`config.mk`:
```
export PLATFORM = sky130hd
export DESIGN_NAME = fast_out_bank
export DESIGN_NICKNAME = d
export VERILOG_FILES = /design/src/rtl/fast_out_pkg.sv /design/src/rtl/fast_out_ctrl.sv /design/src/rtl/fast_out_datapath.sv /design/src/rtl/fast_out_bank.sv
export SDC_FILE = /design/constraint.sdc
export NUM_CORES = 1
export LEC_CHECK = 0
export ABC_CLOCK_PERIOD_IN_PS = 1700
export BUFFER_PORTS_ARGS = -buffer_cell sky130_fd_sc_hd__buf_2
export CORE_ASPECT_RATIO = 0.8
export CORE_MARGIN = 3
export CORE_UTILIZATION = 40
export DETAILED_ROUTE_END_ITERATION = 10
export PLACE_DENSITY = 0.78
export SYNTH_ARGS = -nofsm -noshare
export SYNTH_HDL_FRONTEND = slang
export SYNTH_SLANG_ARGS = --single-unit
export TNS_END_PERCENT = 5
```
`constraint.sdc`:
```
create_clock -name clk -period 1.7 [get_ports clk]
set_input_delay 0.34 -clock clk [delete_from_list [all_inputs] [get_ports clk]]
set_output_delay 0.34 -clock clk [all_outputs]
set_load 0.03 [all_outputs]
```
`src/rtl/fast_out_pkg.sv`:
```
package fast_out_pkg;
  localparam int unsigned ADDR_WORD = 0;
  localparam int unsigned ADDR_MASK = 1;
  localparam int unsigned ADDR_CMD  = 2;
  localparam int unsigned ADDR_EN   = 3;
  localparam int unsigned ADDR_SCAN = 4;

  localparam logic [1:0] CMD_NONE   = 2'd0;
  localparam logic [1:0] CMD_SET    = 2'd1;
  localparam logic [1:0] CMD_CLEAR  = 2'd2;
  localparam logic [1:0] CMD_TOGGLE = 2'd3;

  typedef struct packed {
    logic wordWr;
    logic maskWr;
    logic cmdWr;
    logic enWr;
    logic scanRd;
    logic enRd;
  } ctrlStrobes_t;
endpackage

```
`src/rtl/fast_out_ctrl.sv`:
```
module fast_out_ctrl
  import fast_out_pkg::*;
#(
  parameter int unsigned ADDR_W = 4
) (
  input  logic              clk,
  input  logic              rstN,
  input  logic [ADDR_W-1:0] busAddr,
  input  logic              busWrEn,
  output ctrlStrobes_t      strobes
);
  logic hitWord, hitMask, hitCmd, hitEn, hitScan;

  always_comb begin
    hitWord = (busAddr == ADDR_W'(ADDR_WORD));
    hitMask = (busAddr == ADDR_W'(ADDR_MASK));
    hitCmd  = (busAddr == ADDR_W'(ADDR_CMD));
    hitEn   = (busAddr == ADDR_W'(ADDR_EN));
    hitScan = (busAddr == ADDR_W'(ADDR_SCAN));
  end

  always_comb begin
    strobes        = '0;
    strobes.wordWr = busWrEn & hitWord;
    strobes.maskWr = busWrEn & hitMask;
    strobes.cmdWr  = busWrEn & hitCmd;
    strobes.enWr   = busWrEn & hitEn;
    strobes.scanRd = hitScan;
    strobes.enRd   = hitEn;
  end

  // At most one write strobe per cycle (R9: unmapped writes raise none)
  assert_one_write_R9: assert property (@(posedge clk) disable iff (!rstN)
    $onehot0({strobes.wordWr, strobes.maskWr, strobes.cmdWr, strobes.enWr}));
endmodule

```
`src/rtl/fast_out_datapath.sv`:
```
module fast_out_datapath
  import fast_out_pkg::*;
#(
  parameter int unsigned NUM_CH = 8,
  parameter int unsigned DATA_W = 32
) (
  input  logic              clk,
  input  logic              rstN,
  input  ctrlStrobes_t      strobes,
  input  logic [DATA_W-1:0] wrData,
  input  logic              coreWrEn,
  input  logic [NUM_CH-1:0] coreWrData,
  output logic [DATA_W-1:0] rdData,
  output logic [NUM_CH-1:0] chanOut
);
  localparam int unsigned CMD_W = 2;

  logic [NUM_CH-1:0] outState, outNext;
  logic [NUM_CH-1:0] enMask;
  logic [NUM_CH-1:0] busAffect, busValue;
  logic [NUM_CH-1:0] cmdAffect, cmdValue;
  logic [NUM_CH-1:0] coreAffect;

  // Per-channel command decode
  for (genvar ch = 0; ch < NUM_CH; ch++) begin : g_cmd
    logic [CMD_W-1:0] code;
    assign code = wrData[CMD_W*ch +: CMD_W];
    always_comb begin
      cmdAffect[ch] = (code != CMD_NONE);
      unique case (code)
        CMD_SET:    cmdValue[ch] = 1'b1;
        CMD_CLEAR:  cmdValue[ch] = 1'b0;
        CMD_TOGGLE: cmdValue[ch] = ~outState[ch];
        default:    cmdValue[ch] = outState[ch];
      endcase
    end
  end

  always_comb begin
    busAffect = '0;
    busValue  = '0;
    if (strobes.wordWr) begin
      busAffect = '1;
      busValue  = wrData[NUM_CH-1:0];
    end else if (strobes.maskWr) begin
      busAffect = wrData[2*NUM_CH-1:NUM_CH];
      busValue  = wrData[NUM_CH-1:0];
    end else if (strobes.cmdWr) begin
      busAffect = cmdAffect;
      busValue  = cmdValue;
    end
    coreAffect = (coreWrEn ? enMask : '0) & ~busAffect;
    outNext = (outState & ~(busAffect | coreAffect))
            | (busValue & busAffect)
            | (coreWrData & coreAffect);
  end

  always_ff @(posedge clk) begin
    if (!rstN) begin
      outState <= '0;
      enMask   <= '0;
    end else begin
      outState <= outNext;
      if (strobes.enWr) enMask <= wrData[NUM_CH-1:0];
    end
  end

  always_comb begin
    rdData = '0;
    if (strobes.scanRd)    rdData[NUM_CH-1:0] = outState;
    else if (strobes.enRd) rdData[NUM_CH-1:0] = enMask;
  end

  assign chanOut = outState;

  // Assertions
  assert_reset_R1: assert property (@(posedge clk)
    !rstN |=> (chanOut == '0) && (enMask == '0));

  assert_word_load_R2: assert property (@(posedge clk) disable iff (!rstN)
    strobes.wordWr |=> chanOut == $past(wrData[NUM_CH-1:0]));

  assert_mask_keep_R3: assert property (@(posedge clk) disable iff (!rstN)
    (strobes.maskWr && !coreWrEn) |=>
      ((chanOut ^ $past(chanOut)) & ~$past(wrData[2*NUM_CH-1:NUM_CH])) == '0);

  assert_core_gate_R6: assert property (@(posedge clk) disable iff (!rstN)
    (coreWrEn && !strobes.wordWr && !strobes.maskWr && !strobes.cmdWr) |=>
      ((chanOut ^ $past(chanOut)) & ~$past(enMask)) == '0);

  assert_idle_hold_R9: assert property (@(posedge clk) disable iff (!rstN)
    (!coreWrEn && !strobes.wordWr && !strobes.maskWr && !strobes.cmdWr) |=>
      $stable(chanOut));
endmodule

```
`src/rtl/fast_out_bank.sv`:
```
module fast_out_bank
  import fast_out_pkg::*;
#(
  parameter int unsigned NUM_CH = 8,
  parameter int unsigned ADDR_W = 4,
  parameter int unsigned DATA_W = 32
) (
  input  logic              clk,
  input  logic              rstN,
  input  logic [ADDR_W-1:0] busAddr,
  input  logic              busWrEn,
  input  logic [DATA_W-1:0] busWrData,
  output logic [DATA_W-1:0] busRdData,
  input  logic              coreWrEn,
  input  logic [NUM_CH-1:0] coreWrData,
  output logic [NUM_CH-1:0] chanOut
);
  ctrlStrobes_t strobes;

  fast_out_ctrl #(.ADDR_W(ADDR_W)) u_ctrl (
    .clk     (clk),
    .rstN    (rstN),
    .busAddr (busAddr),
    .busWrEn (busWrEn),
    .strobes (strobes)
  );

  fast_out_datapath #(.NUM_CH(NUM_CH), .DATA_W(DATA_W)) u_dp (
    .clk        (clk),
    .rstN       (rstN),
    .strobes    (strobes),
    .wrData     (busWrData),
    .coreWrEn   (coreWrEn),
    .coreWrData (coreWrData),
    .rdData     (busRdData),
    .chanOut    (chanOut)
  );
endmodule

```
==> results of run 1 <==
==> tightest hold or removal path, cell delays in order <==
cell and delay (ns):
buf_2 0.09, mux2i_1 0.06, nor2_1 0.07
==> layer usage <==
metal	global-route usage [%]	up-vias	share of wire, %
met5	0	-	0
li1	-	658	-
met4	3.75	0	0.35
met2	27.1	63	45
met1	26.6	641	45
met3	4.10	2	9.2
==> area by class of cell <==
type                       count  area, um2  share of cell area [%]
inverter                       2       7.51                   0.449
sequential                    16        320                    19.2
tap                           40       50.0                    2.99
timing repair buffer          57        323                    19.3
multi-input combinational    138        916                    54.8
clock buffer                   4       55.1                    3.29
==> report_power, final <==
group	total [W]	switching [W]	leakage, nW	internal [W]
Combinational	0.000269	0.000180	0.615	0.0000888
Sequential	0.000392	0.00000863	0.129	0.000384
Clock	0.000347	0.000141	0.0288	0.000206
Total	0.00101	0.000330	0.773	0.000678
==> worst paths after layout <==
path | endpoint | cells past startpoint | start
setup / recovery | busRdData[4] | 6 | busAddr[2]
hold / removal | u_dp.enMask[0] | 3 | busWrData[0]
setup reg to reg | u_dp.chanOut[1] | 4 | u_dp.chanOut[1]
hold reg to reg | u_dp.enMask[5] | 2 | u_dp.enMask[5]
==> state kept, by name (all words and copies together), names as in the netlist <==
register / count
u_dp.enMask: 8
u_dp.chanOut: 8
==> cell usage after synthesis, types with 2 or more instances <==
| library cell | n | share of area [%] |
|---|---|---|
| a32o_1 | 8 | 5.8 |
| nand3_1 | 2 | 0.72 |
| o21a_1 | 3 | 1.6 |
| a221oi_1 | 3 | 1.9 |
| dfxtp_1 | 16 | 23 |
| a21oi_1 | 3 | 1.1 |
| a31oi_1 | 3 | 1.3 |
| a22oi_1 | 9 | 4.9 |
| nand2b_1 | 5 | 2.2 |
| or2_2 | 6 | 2.7 |
| buf_4 | 27 | 15 |
| a221o_1 | 3 | 2.2 |
| nand2_1 | 16 | 4.3 |
| inv_1 | 2 | 0.54 |
| nor2_1 | 19 | 5.1 |
| clkbuf_1 | 2 | 0.54 |
| mux2i_1 | 15 | 11 |
| buf_6 | 2 | 1.6 |
==> through the flow <==
| step | cells | total power (W) | cell area [um2] | setup slack (ns) | utilization, % |
|---|---|---|---|---|---|
| after floorplan | 188 | 0.000616 | 1480 | -0.0325 | - |
| after global placement | 253 | 0.000662 | 1620 | 0.0677 | 50.5 |
| after detailed placement | 253 | 0.000666 | 1620 | 0.0480 | 50.5 |
| after CTS | 257 | 0.00101 | 1670 | 0.0806 | 52.3 |
| after global routing | 257 | 0.00105 | 1670 | 0.0131 | 52.3 |
| final | 257 | 0.00101 | 1670 | 0.0634 | 52.3 |
==> cell families (layout without fill, tap and decap cells) <==
group,after synthesis,in the layout
mux,16,16
simple gates,58,58
other cells,1,24
compound gates,40,40
buf+inv,34,63
flops,16,16
==> reports/metrics.yaml, run 1 <==
run_status:
  status: "finished, final reports clean"
worst_setup_path:
  critical_path_class: "input pin to output pin"
  cpMostUsedCell: "buf_2"
  required_ns: 1.36
  crit_family: "buffers and inverters"
  crit_arrival_ns: 1.30
  cp_slowest_cell: "and3b_1"
  slowest_delay_ns: 0.23
  crit_path_end_kind: "output pin"
  path_cells: "buf_2 > and3b_1 > buf_4 > a22oi_1 > nor2_1 > buf_2"
  r2r_slack_ns: 0.58
  worstPathMaxFanout: 5
  worstSetupStartpointType: "input pin"
  cp_num_buf_inv: 3
clock_tree:
  cts_root_buffer: "clkbuf_8"
  clock-sinks: 16
  clock_path_buffers: 2
  htree_levels: 1
  cts-resized-gates: 0
  cts_hold_buf: 0
  cts_tree: "built"
  clk_pin_slew_ns: 0.07
  clk_latency_ns: 0.25
  cts-buffers-inserted: 3
  post_cts_buffers: 0
floorplanning:
  start_util_pct: 43.5
  die-height_um: 58.8
  die_x_um: 72.0
  fp-row-count: 18
  io_pins: 88
  dieArea_mm2: 0.00423
  core_region_area_mm2: 0.00320
timing:
  maxSlewViolCount: 0
  final.setup_skew_ns: 0.00220
  min_period_ns: 1.64
  hold_ws_ns: 0.345
  rsz0062_at_grt: "no"
  hold_viol_final: 0
  setup_violations: 0
  max_freq_mhz: 611
  fin_crit_sh_pct: 96.3
  tns_ns: 0
synth:
  synthSimpleGateAreaFrac_pct: 23.2
  synth_xor_area_share_pct: 0
  synth_top_family_by_area: "compound AO/OA/AOI/OAI gates"
  syn-cell-area_mm2: 0.00139
  synth_flop_cell: "dfxtp_1"
  synthArstFlopShare_pct: 0
  ys_seq_area_share_pct: 23.0
  synth_warnings: 0
  synth_mux_area_share_pct: 11.6
  syn-instance-count: 165
  ys_ff_latch: 16
  synthAdderAreaFrac_pct: 0
  synth-edff-count: 0
  synth-compound-area-share_pct: 24.3
  yosysUniqueCellTypes: 39
  syn_avg_cell_area_um2: 8.44
grt:
  grt_max_degree: 20
  grt_first_pass_wirelength_um: 5980
  antenna_found_initial: 0
  grt_pass1_vias: 1219
  overflow: 0
  track_usage_pct: 18.1
power:
  powerDensity_mw_per_mm2: 603
  p_leak_nw: 0.773
  ir_drop_mv: 0.385
worst_hold_path:
  hold_path_class: "input pin to flip-flop"
layout:
  areaGrowthSynthToFinish_pct: 20.0
  drive_gt1_share_pct: 36.4
  nFillCells: 335
  layout.cells.most_common_list: "47 x buf_2, 24 x conb_1, 18 x nor2_1, 16 x nand2_1, 16 x dfxtp_1"
  layout_commonest_cell: "buf_2"
  fin_nets: 266
  antennaDiodeCount: 0
routing:
  vias_per_cell: 5.31
  route.antenna.remaining_nets: 0
  first_pass_iters: 4
  drt_iter0_markers: 55
  avgRoutedWirePerCell_um: 14.6
  vias: 1364
  routed_wl_um: 3750
  drc: 0
job:
  cap_violations: 0
place:
  dp.final_hpwl_um: 2900
  numPortBuffers: 47
  gp_congestion: 0.850
Note: power is estimated with default switching activity, not from simulation.
==> run 2: changes to the inputs <==
--- a/config.mk
+++ b/config.mk
@@ -7,12 +7,13 @@
 export LEC_CHECK = 0
 export ABC_CLOCK_PERIOD_IN_PS = 1700
 export BUFFER_PORTS_ARGS = -buffer_cell sky130_fd_sc_hd__buf_2
-export CORE_ASPECT_RATIO = 0.8
+export CORE_ASPECT_RATIO = 1.5
 export CORE_MARGIN = 3
 export CORE_UTILIZATION = 40
 export DETAILED_ROUTE_END_ITERATION = 10
-export PLACE_DENSITY = 0.78
+export PLACE_DENSITY_LB_ADDON = 0.05
 export SYNTH_ARGS = -nofsm -noshare
 export SYNTH_HDL_FRONTEND = slang
+export SYNTH_HIERARCHICAL = 1
 export SYNTH_SLANG_ARGS = --single-unit
 export TNS_END_PERCENT = 5
==> run 2 against run 1 <==
  * Clock skew is 0.0027 ns higher
  * Hold slack improved by 0.032 ns
  * Sequential share of layout area is 1.0 points lower
  * Sequential cell count unchanged
  * Area after synthesis is 3.1% lower
  * Core utilization rose by 3.1 points
  * Synthesized cell count is 12% higher
==> reports/metrics.yaml, run 2 <==
timing:
  maxSlewViolCount: 0
  tns_ns: 0
  fin_crit_sh_pct: 99.7
  min_period_ns: 1.69
  rsz0062_at_grt: "yes"
  setup_violations: 0
  hold_viol_final: 0
  max_freq_mhz: 590
  final.setup_skew_ns: 0.00493
routing:
  first_pass_iters: 4
  routed.top_layer: "met4"
  vias: 1379
  route.antenna.remaining_nets: 0
  drc: 0
  routed_wl_um: 3750
  vias_per_cell: 4.98
  avgRoutedWirePerCell_um: 13.6
  met3_length_um: 176
  drt_iter0_markers: 31
  met1Wirelength_um: 1360
  wl_met2_um: 2180
synth:
  synthTopCellsByCount: "37 x nand2_1, 26 x buf_4, 23 x o21ai_0, 16 x dfxtp_1, 10 x nor2_1"
  yosysUniqueCellTypes: 26
  ys_seq_area_share_pct: 23.7
  syn-instance-count: 184
  synth_warnings: 6
  synth_flop_cell: "dfxtp_1"
  yosys-top-cells-area: "dfxtp_1 24%, buf_4 14%, nand2_1 10%"
  synth.largest_area_cell: "dfxtp_1"
  syn_avg_cell_area_um2: 7.34
  synthArstFlopShare_pct: 0
  synth_most_common_cell: "nand2_1"
  yosysTopAreaCellShare_pct: 23.7
  syn-cell-area_mm2: 0.00135
  ys_ff_latch: 16
  synth-edff-count: 0
worst_setup_path:
  cpMostUsedCell: "buf_6"
  cp_num_buf_inv: 4
  crit_family: "buffers and inverters"
  critical_path_class: "input pin to output pin"
  crit_path_end_kind: "output pin"
  path_cells: "buf_6 > buf_6 > nor4b_4 > buf_6 > nand2_2 > o21ai_1 > buf_4"
  worstSetupStartpointType: "input pin"
  crit_arrival_ns: 1.35
  required_ns: 1.36
  worstPathMaxFanout: 8
  cp_slowest_cell: "nor4b_4"
  slowest_delay_ns: 0.31
place:
  gp_congestion: 0.873
  numPortBuffers: 47
  dp.final_hpwl_um: 2980
  dpl-instance-area_mm2: 0.00159
clock_tree:
  cts-buffers-inserted: 3
  cts_hold_buf: 0
  htree_levels: 1
  clock-sinks: 16
  post_cts_buffers: 0
  clk_latency_ns: 0.25
  clock_path_buffers: 2
  cts_tree: "built"
  clk_pin_slew_ns: 0.07
  cts_root_buffer: "clkbuf_8"
layout:
  final_util_pct: 55.4
  antennaDiodeCount: 0
  fin_nets: 286
  ff_latch_area_um2: 320
  areaGrowthSynthToFinish_pct: 30.9
  layout.cells.most_common_list: "38 x buf_2, 29 x nand2_1, 24 x conb_1, 16 x dfxtp_1, 12 x buf_4"
  multi_input_area_um2: 932
  drive_gt1_share_pct: 38.8
  nFillCells: 333
  layout_commonest_cell: "buf_2"
  stdcell_area_mm2: 0.00177
grt:
  track_usage_pct: 19.2
  antenna_found_initial: 0
  grt_pass1_vias: 1413
  grt_max_degree: 17
  overflow: 0
  grt_first_pass_wirelength_um: 6020
floorplanning:
  fp-row-count: 25
  start_util_pct: 42.3
  die_x_um: 53.4
  core_region_area_mm2: 0.00319
  io_pins: 88
  die-height_um: 77.2
  dieArea_mm2: 0.00412
job:
  cap_violations: 0
worst_hold_path:
  hold_path_class: "input pin to flip-flop"
run_status:
  status: "finished, final reports clean"
power:
  p_leak_nw: 0.755
  ir_drop_mv: 0.318
  powerDensity_mw_per_mm2: 568
  fin_total_pwr_w: 0.00100
[run 2: cell count changes in the layout (fill, tap and decap cells not counted), sizes merged, moves of 4 or more]
cell	previous run	this run
a21oi	3	9
nor2b	1	8
o21ai	2	24
a32o	8	0
a31oi	3	7
nor2	19	11
nand2	16	37
o211ai	0	6
mux2	1	8
a22oi	10	1
or2	6	1
mux2i	15	9
[run 2: cell families after synthesis]
logic type	Yosys count	share of synthesized area, %
AOI/OAI and AO/OA	47	19.4
buffers and inverters	36	18.6
muxes	17	13.3
and+or+nand+nor	67	24.7
other	1	0.278
DFF	16	23.7
[run 2: final timing paths]
path                                startpoint         endpoint  slack (ns)  cells past startpoint
worst max register to register  u_dp/enMask[3]  u_dp/chanOut[3]        0.66                      4
worst min register to register  u_dp/enMask[6]   u_dp/enMask[6]        0.54                      2
worst max-delay path                busAddr[3]     busRdData[3]       0.005                      7
worst min-delay path              busWrData[5]  u_dp/chanOut[5]        0.38                      3
[run 2: worst reg2reg max path, delay by kind of cell (launching register included)]
family | cells | cell delay, ns
DFF | 1 | 0.32
muxes | 1 | 0.32
AOI/OAI and AO/OA | 2 | 0.21
and+or+nand+nor | 1 | 0.07
[run 2: cell type report]
class	count	area share (%)
Clock buffer	4	3.12
Multi-Input combinational cell	155	52.8
Tap cell	40	2.83
Sequential cell	16	18.1
Timing Repair Buffer	60	22.7
Inverter	2	0.425
[run 2: per-stage QoR]
stage / instances / hold slack (ns) / setup WS, ns
floorplan: 207 / 0.478 / -0.0847
global placement: 273 / 0.518 / -0.253
detailed placement: 273 / 0.528 / -0.299
CTS: 277 / 0.373 / -0.0326
global route: 277 / 0.389 / -0.0552
finish: 277 / 0.377 / 0.00530
[run 2: what timing repair did]
item	in CTS	in global routing
gates resized for setup	9	32
pin swaps	0	2
setup endpoints to repair	15	15
[run 2: report_power, final]
group	internal, W	switching (W)	total [W]
sequential	0.000386	0.0000137	0.000400
clock	0.000205	0.000139	0.000344
combinational	0.0000849	0.000174	0.000259
[run 2: routing by layer]
layer / vias up / GRT usage [%]
met5: - / 0
met4: 0 / 9.97
met3: 6 / 1.94
met2: 42 / 34.6
met1: 644 / 20.6
li1: 687 / -
